## src/rtl/vis_pkg.sv

```systemverilog
package vis_pkg;
  parameter int NUM_VREGS = 16;
  localparam int VREG_W = $clog2(NUM_VREGS);
  localparam int CLS_W = 3;

  localparam logic [CLS_W-1:0] CLS_ARITH   = 3'd0;
  localparam logic [CLS_W-1:0] CLS_LOAD    = 3'd1;
  localparam logic [CLS_W-1:0] CLS_STORE   = 3'd2;
  localparam logic [CLS_W-1:0] CLS_GATHER  = 3'd3;
  localparam logic [CLS_W-1:0] CLS_SCATTER = 3'd4;

  typedef struct packed {
    logic              claim;
    logic [VREG_W-1:0] claimIdx;
  } sb_strobe_t;
endpackage

```

## src/rtl/vis_ctrl.sv

```systemverilog
module vis_ctrl
  import vis_pkg::*;
(
  input  logic                 clk,
  input  logic                 rstN,
  input  logic                 inValid,
  input  logic [CLS_W-1:0]     inCls,
  input  logic [VREG_W-1:0]    inSrcA,
  input  logic [VREG_W-1:0]    inSrcB,
  input  logic [VREG_W-1:0]    inDst,
  input  logic [NUM_VREGS-1:0] busyVec,
  input  logic [NUM_VREGS-1:0] corruptVec,
  input  logic                 memReady,
  input  logic                 aluReady,
  output logic                 inReady,
  output logic                 memValid,
  output logic                 aluValid,
  output sb_strobe_t           strobe
);
  logic isMem, hasDst, srcBad, dstBad, hazardFree, fire;

  always_comb begin
    isMem  = (inCls == CLS_LOAD) || (inCls == CLS_STORE) ||
             (inCls == CLS_GATHER) || (inCls == CLS_SCATTER);
    hasDst = !((inCls == CLS_STORE) || (inCls == CLS_SCATTER));
    srcBad = corruptVec[inSrcA] || corruptVec[inSrcB];
    dstBad = hasDst && busyVec[inDst];
    hazardFree = !srcBad && !dstBad;
    memValid = inValid && isMem && hazardFree;
    aluValid = inValid && !isMem && hazardFree;
    inReady  = hazardFree && (isMem ? memReady : aluReady);
    fire     = (memValid && memReady) || (aluValid && aluReady);
    strobe.claim    = fire && hasDst;
    strobe.claimIdx = inDst;
  end


  no_corrupt_src_chk: assert property (@(posedge clk) disable iff (!rstN)
    (memValid || aluValid) |-> (!corruptVec[inSrcA] && !corruptVec[inSrcB]));


  no_busy_dst_chk: assert property (@(posedge clk) disable iff (!rstN)
    strobe.claim |-> !busyVec[inDst]);


  ready_needs_offer_chk: assert property (@(posedge clk) disable iff (!rstN)
    (inValid && inReady) |-> (memValid || aluValid));
endmodule

```

## src/rtl/vis_sb_regs.sv

```systemverilog
module vis_sb_regs
  import vis_pkg::*;
(
  input  logic                 clk,
  input  logic                 rstN,
  input  sb_strobe_t           strobe,
  input  logic                 memDoneValid,
  input  logic [VREG_W-1:0]    memDoneReg,
  input  logic                 memDoneErr,
  input  logic                 aluDoneValid,
  input  logic [VREG_W-1:0]    aluDoneReg,
  input  logic                 aluDoneErr,
  output logic [NUM_VREGS-1:0] busyVec,
  output logic [NUM_VREGS-1:0] corruptVec
);
  for (genvar i = 0; i < NUM_VREGS; i++) begin : g_entry
    logic memHit, aluHit, setHit;
    always_comb begin
      memHit = memDoneValid && (memDoneReg == VREG_W'(i));
      aluHit = aluDoneValid && (aluDoneReg == VREG_W'(i));
      setHit = strobe.claim && (strobe.claimIdx == VREG_W'(i));
    end
    always_ff @(posedge clk) begin
      if (!rstN) begin
        busyVec[i]    <= 1'b0;
        corruptVec[i] <= 1'b0;
      end else begin
        if (setHit)                busyVec[i] <= 1'b1;
        else if (memHit || aluHit) busyVec[i] <= 1'b0;
        if (memHit)                corruptVec[i] <= memDoneErr;
        else if (aluHit)           corruptVec[i] <= aluDoneErr;
      end
    end
  end


  claim_sets_busy_chk: assert property (@(posedge clk) disable iff (!rstN)
    strobe.claim |=> busyVec[$past(strobe.claimIdx)]);


  err_marks_corrupt_chk: assert property (@(posedge clk) disable iff (!rstN)
    (memDoneValid && memDoneErr) |=> corruptVec[$past(memDoneReg)]);


  clean_clears_corrupt_chk: assert property (@(posedge clk) disable iff (!rstN)
    (aluDoneValid && !aluDoneErr && !(memDoneValid && memDoneReg == aluDoneReg))
      |=> !corruptVec[$past(aluDoneReg)]);
endmodule

```

## src/rtl/vec_issue_sb.sv

```systemverilog
module vec_issue_sb
  import vis_pkg::*;
(
  input  logic              clk,
  input  logic              rstN,
  input  logic              inValid,
  output logic              inReady,
  input  logic [CLS_W-1:0]  inCls,
  input  logic [VREG_W-1:0] inSrcA,
  input  logic [VREG_W-1:0] inSrcB,
  input  logic [VREG_W-1:0] inDst,
  output logic              memValid,
  input  logic              memReady,
  output logic [CLS_W-1:0]  memCls,
  output logic [VREG_W-1:0] memSrcA,
  output logic [VREG_W-1:0] memSrcB,
  output logic [VREG_W-1:0] memDst,
  output logic              aluValid,
  input  logic              aluReady,
  output logic [VREG_W-1:0] aluSrcA,
  output logic [VREG_W-1:0] aluSrcB,
  output logic [VREG_W-1:0] aluDst,
  input  logic              memDoneValid,
  input  logic [VREG_W-1:0] memDoneReg,
  input  logic              memDoneErr,
  input  logic              aluDoneValid,
  input  logic [VREG_W-1:0] aluDoneReg,
  input  logic              aluDoneErr
);
  sb_strobe_t           strobe;
  logic [NUM_VREGS-1:0] busyVec, corruptVec;

  vis_ctrl u_ctrl (
    .clk(clk), .rstN(rstN), .inValid(inValid), .inCls(inCls),
    .inSrcA(inSrcA), .inSrcB(inSrcB), .inDst(inDst),
    .busyVec(busyVec), .corruptVec(corruptVec),
    .memReady(memReady), .aluReady(aluReady),
    .inReady(inReady), .memValid(memValid), .aluValid(aluValid),
    .strobe(strobe)
  );

  vis_sb_regs u_regs (
    .clk(clk), .rstN(rstN), .strobe(strobe),
    .memDoneValid(memDoneValid), .memDoneReg(memDoneReg), .memDoneErr(memDoneErr),
    .aluDoneValid(aluDoneValid), .aluDoneReg(aluDoneReg), .aluDoneErr(aluDoneErr),
    .busyVec(busyVec), .corruptVec(corruptVec)
  );

  assign memCls  = inCls;
  assign memSrcA = inSrcA;
  assign memSrcB = inSrcB;
  assign memDst  = inDst;
  assign aluSrcA = inSrcA;
  assign aluSrcB = inSrcB;
  assign aluDst  = inDst;
endmodule

```

## config.mk

```make
export PLATFORM = sky130hd
export DESIGN_NAME = vec_issue_sb
export DESIGN_NICKNAME = d
export VERILOG_FILES = /design/src/rtl/vis_pkg.sv /design/src/rtl/vis_ctrl.sv /design/src/rtl/vis_sb_regs.sv /design/src/rtl/vec_issue_sb.sv
export SDC_FILE = /design/constraint.sdc
export NUM_CORES = 1
export LEC_CHECK = 0
export CORE_MARGIN = 4
export CORE_UTILIZATION = 45
export CTS_CLUSTER_DIAMETER = 50
export DETAILED_ROUTE_END_ITERATION = 10
export MAX_ROUTING_LAYER = met4
export PLACE_DENSITY = 0.77
export RECOVER_POWER = 50
export SKIP_LAST_GASP = 1
export SLEW_MARGIN = 15
export SYNTH_ARGS = -nofsm -noshare
export SYNTH_HDL_FRONTEND = slang
export SYNTH_SLANG_ARGS = --single-unit
```

## constraint.sdc

```tcl
create_clock -name clk -period 2.3 [get_ports clk]
set_clock_uncertainty 0.05 [all_clocks]
set_input_delay 0.46 -clock clk [delete_from_list [all_inputs] [get_ports clk]]
set_output_delay 0.46 -clock clk [all_outputs]
set_load 0.1 [all_outputs]
```

# After elaboration in Yosys (flattened, before gate mapping)
# Cells that the tools add are included.
# W data, S select, Z words.
# classes
magnitude_cmp	3
eq_ne	49
mux	71
n_reduce_logical	119
# op_table
cell	n
$eq A4 B4 Y1 const B	24
$mux W1	68
$reduce_bool A2 Y1	32
$logic_and A1 B1 Y1	58
$eq A4 B3 Y1 const B	12
$eq A4 B2 Y1 const B	6
$logic_or A1 B1 Y1	22
$lt A4 B5 Y1 const B	3
$bmux W1 S4	3
$eq A4 B1 Y1 const B	3
$logic_not A4 Y1	3
$eq A3 B2 Y1 const B	2
$logic_not A1 Y1	4
$eq A3 B1 Y1 const B	1
$eq A3 B3 Y1 const B	1
# totals
regBits	32
input_bits	32

# Depth between registers and ports, before layout
# Gate-level depths: netlist of the first run.
# logic_depth
ltp_word	12
ltp_mapped	7
ltp_nobuf	5

# Hierarchy
# A second synthesis of the first run with hierarchy kept.
# hier_totals
hier_cells	289
hier_area_um2	2512.4
# by_module_without_submodules
module	instances	cells_per_inst	area_each_um2
vis_sb_regs	1	207	1707.9
vis_ctrl	1	55	601.8
vec_issue_sb	1	27	202.7

# Least setup slack after synthesis of the first run
# OpenSTA, ideal clock, no wires.
# synth_timing
path_type	input-to-output
startpoint	in inDst[3]
endpoint	out inReady
t_arrival_ps	3787
setup_slack_ps	-1997
cell_stages	6
path_buffers	1
cell_sequence	buf_2 > mux4_2 > a2bb2oi_1 > nand3_2 > nand2_1 > a211oi_1
# synth_via
elab_chain_len	6
# synth_rtl
element	line_no	text
start: declaration	vec_issue_sb.sv:11	input logic [VREG_W-1:0] inDst,
$bmux W1 S4	vis_ctrl.sv:27	dstBad = hasDst && busyVec[inDst];
$mux W1 (not written as such)	vis_ctrl.sv:27	
$logic_and A1 B1 Y1	vis_ctrl.sv:27	
$logic_not A1 Y1	vis_ctrl.sv:28	hazardFree = !srcBad && !dstBad;
$logic_and A1 B1 Y1	vis_ctrl.sv:28	
$logic_and A1 B1 Y1	vis_ctrl.sv:31	inReady = hazardFree && (isMem ? memReady : aluReady);
end: declaration	vec_issue_sb.sv:7	output logic inReady,
# Every way passes these cells. The select of a mux whose other input is x is not followed.

# Final worst setup path of the first run
# layout_timing
startpoint	reg u_regs.corruptVec[0]
endpoint	out memValid
# layout_via
elab_chain_len	6
# layout_rtl
element	line_no	text
start: declaration	vis_sb_regs.sv:14	output logic [NUM_VREGS-1:0] corruptVec
start signal: indexed assignment	vis_sb_regs.sv:30	if (memHit) corruptVec[i] <= memDoneErr;
start signal: indexed assignment	vis_sb_regs.sv:31	else if (aluHit) corruptVec[i] <= aluDoneErr;
$bmux W1 S4	vis_ctrl.sv:26	srcBad = corruptVec[inSrcA] || corruptVec[inSrcB];
$mux W1 (not written as such)	vis_ctrl.sv:26	
$logic_or A1 B1 Y1 (*)	vis_ctrl.sv:26	
$logic_not A1 Y1 (*)	vis_ctrl.sv:28	
$logic_and A1 B1 Y1 (*)	vis_ctrl.sv:28	
$logic_and A1 B1 Y1 (*)	vis_ctrl.sv:29	memValid = inValid && isMem && hazardFree;
end: declaration	vec_issue_sb.sv:12	output logic memValid,
# Mark *: on every way between the ends. The rest lies on a longest branch, timed or not. The select of a mux whose other input is x is not followed.

==> run_results.csv, run 1 <==
group,metric,value,unit
placed_design,place_area,0.00348,mm²
sta,tightest_slew,0.988,ns
detailed_routing,drc_errors,0,
die,num_rows,26,
setup_path,required,1.79,ns
synth,synth-seq-area-share,26.5,%
setup_path,cpLargestDelayFamily,"multiplexers",
setup_path,critical_path_arrival,2.11,ns
sta,slew_violations,0,
min_path,holdPathStages,2,
power_and_ir_drop,p_leak,1.44,nW
synth,netlist_area,0.00242,mm²
sta,slew_headroom,34.0,%
die,die_h,81.3,µm
min_path,holdPathEnd,"u_regs.busyVec[2]",
layout,area_delta_synth_final,40.8,%
synth,synthFlopType,"dfxtp_1",
clocking,cts.path.max_buffers,2,
synth,synth_area_leaders,"dfxtp_1, mux2i_1, buf_4",
sta,setup_viol,3,
synth,netlist.area_leader.share,26.5,%
detailed_routing,viasPerCell,5.94,
synth,ys_warn_count,0,
setup_path,crit_chain,"mux4_2 > nor2b_4 > a211oi_4 > o21ai_4 > buf_4 > nor3_4 > buf_12",
synth,yosys.area.top_type,"dfxtp_1",
die,io_pins,62,
clocking,h-tree-depth,2,
detailed_routing,post_drt_wl_per_cell,17.5,µm
die,core_area,0.00517,mm²
setup_path,crit_slowest_cell,"mux4_2",
layout,n_antenna_cell,0,
detailed_routing,wirelength,7460,µm
setup_path,startpoint_type,"flip-flop",
layout,final_area,0.00340,mm²
die,die_w,81.3,µm
clocking,cts_tree,"built",
sta,fin_crit_sh,114,%
setup_path,reg2reg_depth,6,
clocking,clock_latency,0.29,ns
power_and_ir_drop,pwr_density_cell,488,mW/mm²
global_routing,grt_use_total,24.0,%
die,dieArea,0.00661,mm²
global_routing,grt_pass1_vias,2365,
synth,avgSynthCellArea,8.54,µm²
min_path,min_from,"u_regs.busyVec[2]",
setup_path,timing.rr.end,"u_regs.busyVec[8]",
die,start_util,46.7,%
setup_path,critPathMaxFanout,4,
clocking,clkSlewWorstSetupHoldPaths,0.07,ns
setup_path,cpPeakStageDelay,0.46,ns
global_routing,overflow,0,
flow_run,drv_cap,0,
detailed_routing,drt_iter0_drc,334,
detailed_routing,vias,2532,
layout,fillers,418,
setup_path,reg2reg_slack,0.36,ns
clocking,clockRootBuffer,"clkbuf_8",
placed_design,place_hpwl,5840,µm
global_routing,antenna_found_initial,0,
synth,async_flop_share,0,%
synth,synth.distinct_cells,43,
detailed_routing,antenna_left,0,
synth,synth_nets,315,
min_path,hp-class,"flip-flop to flip-flop",
setup_path,r2r_start,"u_regs.corruptVec[0]",
layout,fin_util,65.8,%
clocking,clkSinkCount,32,
power_and_ir_drop,p_total,0.00166,W
power_and_ir_drop,irDropWorstVdd,296,µV
setup_path,critPathCaptureType,"output pin",
placed_design,gp_congestion,0.911,
status,status,"complete, but fails checks",
setup_path,worst-path-buf-inv,2,
sta,timing.fmax,382,MHz
setup_path,worstSetupPathType,"flip-flop to output pin",
clocking,cts_inserted_buffers,5,
synth,synthCells,283,
synth,synth_edf_count,0,
layout,drive_gt1_share,32.6,%
sta,fin_crit,2.62,ns
placed_design,portBuffers,61,
global_routing,grt_pass1_wl,11700,µm
sta,rsz0062_at_grt,"yes",
synth,ys_seq_elements,32,
status,failed_checks,"negative setup slack",
sta,finalHoldViolations,0,
detailed_routing,firstDrtPassIters,5,
layout,nets,387,
sta,fin_ws,-0.316,ns
global_routing,grt_start_max_net_pins,23,
## flip-flops by register name, summed over array words and instances, names as in the netlist
signal             flops
u_regs.busyVec        16
u_regs.corruptVec     16
## cells by family (layout without fill, tap and decap cells)
kind of cell           Yosys count  after routing  synth area share (%)
XOR/XNOR                         1              1                 0.362
AND/OR/NAND/NOR                131            131                  27.6
multiplexers                    34             34                  19.8
buffers and inverters           43            116                  11.4
flip-flops                      32             32                  26.5
AO/OA/AOI/OAI                   42             42                  14.3
## Yosys cell counts, drive strengths merged (2+ instances only)
library cell / number
nand4: 27
nor2: 34
buf: 32
a211oi: 18
nand2: 33
and3: 2
nand2b: 2
clkbuf: 8
inv: 2
dfxtp: 32
nor2b: 6
o21ai: 13
nor3b: 2
mux4: 10
nand3: 15
mux2i: 23
nor3: 4
o31ai: 5
## per-layer routing
layer	GRT usage, %	wire length (µm)	part of all wire, %
met5	-	0	0
met4	7.09	120	1.6
met3	3.88	635	8.5
met2	39.8	3800	51
met1	29.8	2910	39
## worst register-to-register path: stages (launching register included)
cell and delay [ns]:
dfxtp_2 0.34, mux4_2 0.46, nor2b_4 0.15, a211oi_4 0.21
o21ai_4 0.15, buf_4 0.24, o31ai_1 0.27
## power by group
part / switching [W] / leakage (nW) / total, W / internal (W)
sequential: 0.00000943 / 0.261 / 0.000575 / 0.000566
clock: 0.000210 / 0.0455 / 0.000454 / 0.000244
combinational: 0.000409 / 1.13 / 0.000633 / 0.000224
## per-stage QoR
stage	hold WS (ns)	instances	setup slack, ns	TNS [ns]
3_5_place_dp	0.409	413	-0.858	-7.73
4_1_cts	0.418	424	-0.327	-0.828
2_1_floorplan	0.386	283	-0.758	-1.88
6_report	0.417	426	-0.316	-0.900
5_1_grt	0.438	426	-0.393	-1.13
3_3_place_gp	0.401	413	-0.816	-6.96
## how the worst max path moves through the flow
stage | startpoint | end | slack (ns) | cells after the start
after floorplan | inDst[1] | aluValid | -0.76 | 5
after detailed placement | inSrcA[0] | aluValid | -0.86 | 7
after CTS | u_regs.corruptVec[4] | aluValid | -0.33 | 6
after global placement | inSrcA[0] | aluValid | -0.82 | 7
after global routing | u_regs.corruptVec[4] | aluValid | -0.39 | 6
final | u_regs.corruptVec[0] | memValid | -0.32 | 7
## cell usage in the layout, fill, tap and decap left out, types with 2 or more instances in the layout
cell type and instances:
a211oi_1 16, a211oi_4 2, and3_1 2, buf_12 13
buf_2 5, buf_4 40, buf_6 3, clkbuf_1 4
clkbuf_2 11, clkbuf_8 6, clkdlybuf4s50_1 19, dfxtp_1 28
dfxtp_2 4, dlygate4sd2_1 2, dlygate4sd3_1 4, dlymetal6s2s_1 6
mux2i_1 23, mux4_2 9, nand2_1 32, nand2b_1 2
nand3_1 14, nand4_1 27, nor2_1 33, nor2b_1 4
nor2b_4 2, nor3_1 2, nor3b_1 2, o21ai_0 2
o21ai_2 9, o31ai_1 5
## final cells by class
cell class                 instances  area, µm²  share of cell area (%)
tap                               70       87.6                    2.57
timing repair buffer             105       1000                    29.5
clock buffer                       8       90.1                    2.65
multi-input combinational        208       1570                    46.0
inverter                           3       11.3                   0.331
sequential                        32        646                    19.0
## timing repair
action | CTS | global route
gates cloned | 0 | 0
pin swaps | 10 | 2
gates resized for setup | 44 | 1
buffers inserted | 3 | 2
hold buffers | 0 | 0
setup endpoints to repair | 19 | 3
(Power assumes the default switching activity.)
==> run 2, diff against run 1 <==
Settings changed: HOLD_SLACK_MARGIN set to 0.03.
==> results of run 2 <==
The final DEF is identical to that of run 1; final timing and power are the same.
==> run 3, diff against run 2 <==
Settings changed: CELL_PAD_IN_SITES_DETAIL_PLACEMENT set to 1, CELL_PAD_IN_SITES_GLOBAL_PLACEMENT set to 2, CORE_UTILIZATION 45 to 29, PLACE_DENSITY 0.77 to not set, PLACE_DENSITY_LB_ADDON set to 0.1.
Clock period 2.3 ns to 3 ns, I/O delays scaled along.
==> run 3 against run 2 <==
  * The flow now finishes without violations
  * Utilization down 25 points
  * Cell area down 1.3%
  * Critical path depth unchanged
  * Via count down 7.9%
  * Critical endpoint is now inReady
==> run_results.csv, run 3 (synthesized netlist as in run 1, its figures left out) <==
group,metric,value,unit
die,start_util,29.6,%
detailed_routing,firstDrtPassIters,4,
flow_run,drv_cap,0,
layout,largestRegisters,"u_regs.busyVec x16, u_regs.corruptVec x16",
power_and_ir_drop,irDropWorstVdd,140,µV
detailed_routing,viasPerCell,5.23,
setup_path,crit_chain,"clkdlybuf4s15_1 > mux4_2 > o2111ai_4 > nand2_4 > buf_12 > a211oi_4 > buf_12",
die,core_area,0.00818,mm²
global_routing,grt_pass1_vias,2333,
sta,tightest_slew,1.20,ns
clocking,cts.path.max_buffers,2,
detailed_routing,drt_iter0_drc,112,
global_routing,grt_start_max_net_pins,23,
sta,finalHoldViolations,0,
layout,area_delta_synth_final,39.0,%
global_routing,antenna_found_initial,0,
power_and_ir_drop,switchingPower,0.000485,W
clocking,clock_latency,0.28,ns
global_routing,grt_use_total,17.4,%
die,die_w,99.3,µm
clocking,clockRootBuffer,"clkbuf_8",
sta,timing.fmax,342,MHz
clocking,clkSlewWorstSetupHoldPaths,0.06,ns
setup_path,cpPeakStageDelay,0.55,ns
min_path,hp-class,"flip-flop to flip-flop",
layout,multi_input_area,0.00154,mm²
detailed_routing,drc_errors,0,
setup_path,critPathMaxFanout,2,
sta,hold_slack,0.425,ns
setup_path,required,2.35,ns
die,io_pins,62,
layout,drive_gt1_share,26.1,%
status,status,"completed",
global_routing,grt_pass1_wl,13100,µm
die,dieArea,0.00986,mm²
power_and_ir_drop,p_leak,1.31,nW
layout,nets,372,
setup_path,critPathCaptureType,"output pin",
power_and_ir_drop,p_comb_share,36.0,%
setup_path,crit_slowest_cell,"mux4_2",
sta,slew_headroom,20.0,%
detailed_routing,wirelength,8230,µm
power_and_ir_drop,p_int,0.000845,W
layout,final_area,0.00336,mm²
placed_design,portBuffers,61,
setup_path,critical_path_arrival,2.27,ns
sta,fin_crit,2.92,ns
global_routing,overflow,0,
power_and_ir_drop,seq_power_share,33.2,%
setup_path,startpoint_type,"input pin",
sta,setup_viol,0,
layout,fillers,969,
setup_path,worstSetupPathType,"input pin to output pin",
placed_design,place_hpwl,6900,µm
sta,fin_crit_sh,97.3,%
layout,layout_common_cells,"nor2_1, nand2_1, dfxtp_1",
placed_design,gp_congestion,0.802,
layout,n_antenna_cell,0,
placed_design,place_area,0.00343,mm²
layout,regArea,641,µm²
die,num_rows,33,
sta,slew_violations,0,
power_and_ir_drop,swShare,36.5,%
die,die_h,99.3,µm
layout,final_common_cell,"nor2_1",
clocking,h-tree-depth,2,
detailed_routing,vias,2332,
clocking,cts_inserted_buffers,5,
power_and_ir_drop,pwr_density_cell,396,mW/mm²
detailed_routing,post_drt_wl_per_cell,18.5,µm
power_and_ir_drop,clockPowerShare,30.8,%
detailed_routing,antenna_left,0,
clocking,cts_tree,"built",
clocking,clkSinkCount,32,
setup_path,path_common_cell,"buf_12",
## run 3: power by group through the flow
stage               clock, W  combinational (W)  sequential, W
finish              0.000410           0.000479       0.000441
global route        0.000442           0.000503       0.000441
CTS                 0.000425           0.000510       0.000441
detailed placement         0           0.000510       0.000450
global placement           0           0.000506       0.000450
floorplan                  0           0.000319       0.000446
## run 3: critical path, delay by kind of cell
| family | cells | cell delay (ns) |
|---|---|---|
| compound gates | 2 | 0.44 |
| buf+inv | 3 | 0.58 |
| mux | 1 | 0.55 |
| simple gates | 1 | 0.10 |
## run 3: what timing repair did
action                                 4_1_cts  5_1_grt
pin swaps                                    3        1
buffers inserted                             0        0
endpoints found under the hold margin        0        0
resized for setup                           21        8
setup endpoints to repair                    3        3
hold buffers                                 0        0
## run 3: worst paths after layout
| check | start | to | slack (ns) | cells after the start |
|---|---|---|---|---|
| worst max-delay path | inDst[1] | inReady | 0.08 | 7 |
| worst min-delay path | u_regs.busyVec[0] | u_regs.busyVec[0] | 0.43 | 2 |
| worst max register to register | u_regs.corruptVec[5] | u_regs.busyVec[0] | 1.08 | 6 |
| worst min register to register | u_regs.busyVec[0] | u_regs.busyVec[0] | 0.43 | 2 |
## run 3: metrics by stage
stage               power [W]  setup TNS, ns  util [%]  worst slack (ns)  std cells
floorplan            0.000766         -0.620         -            -0.338        283
global placement     0.000956          -1.01      41.9            -0.395        438
detailed placement   0.000960          -1.08      41.9            -0.415        438
CTS                   0.00137       -0.00489      43.1          -0.00489        446
global route          0.00139       -0.00948      41.1          -0.00613        446
finish                0.00133              0      41.1            0.0802        446
## run 3: layer usage
metal	track usage, %	vias to the layer above	share of wire (%)
met5	-	-	0
met1	24.5	1126	46
li1	-	1139	-
met4	3.15	0	0.41
met3	2.66	5	5.5
met2	26.9	62	48
## run 3: cell type report
class / instances / area share (%)
clock buffer: 6 / 2.16
clock inverter: 2 / 1.04
inverter: 3 / 0.335
multi-input combinational: 208 / 45.7
sequential: 32 / 19.1
tap: 105 / 3.91
timing repair buffer: 90 / 27.7
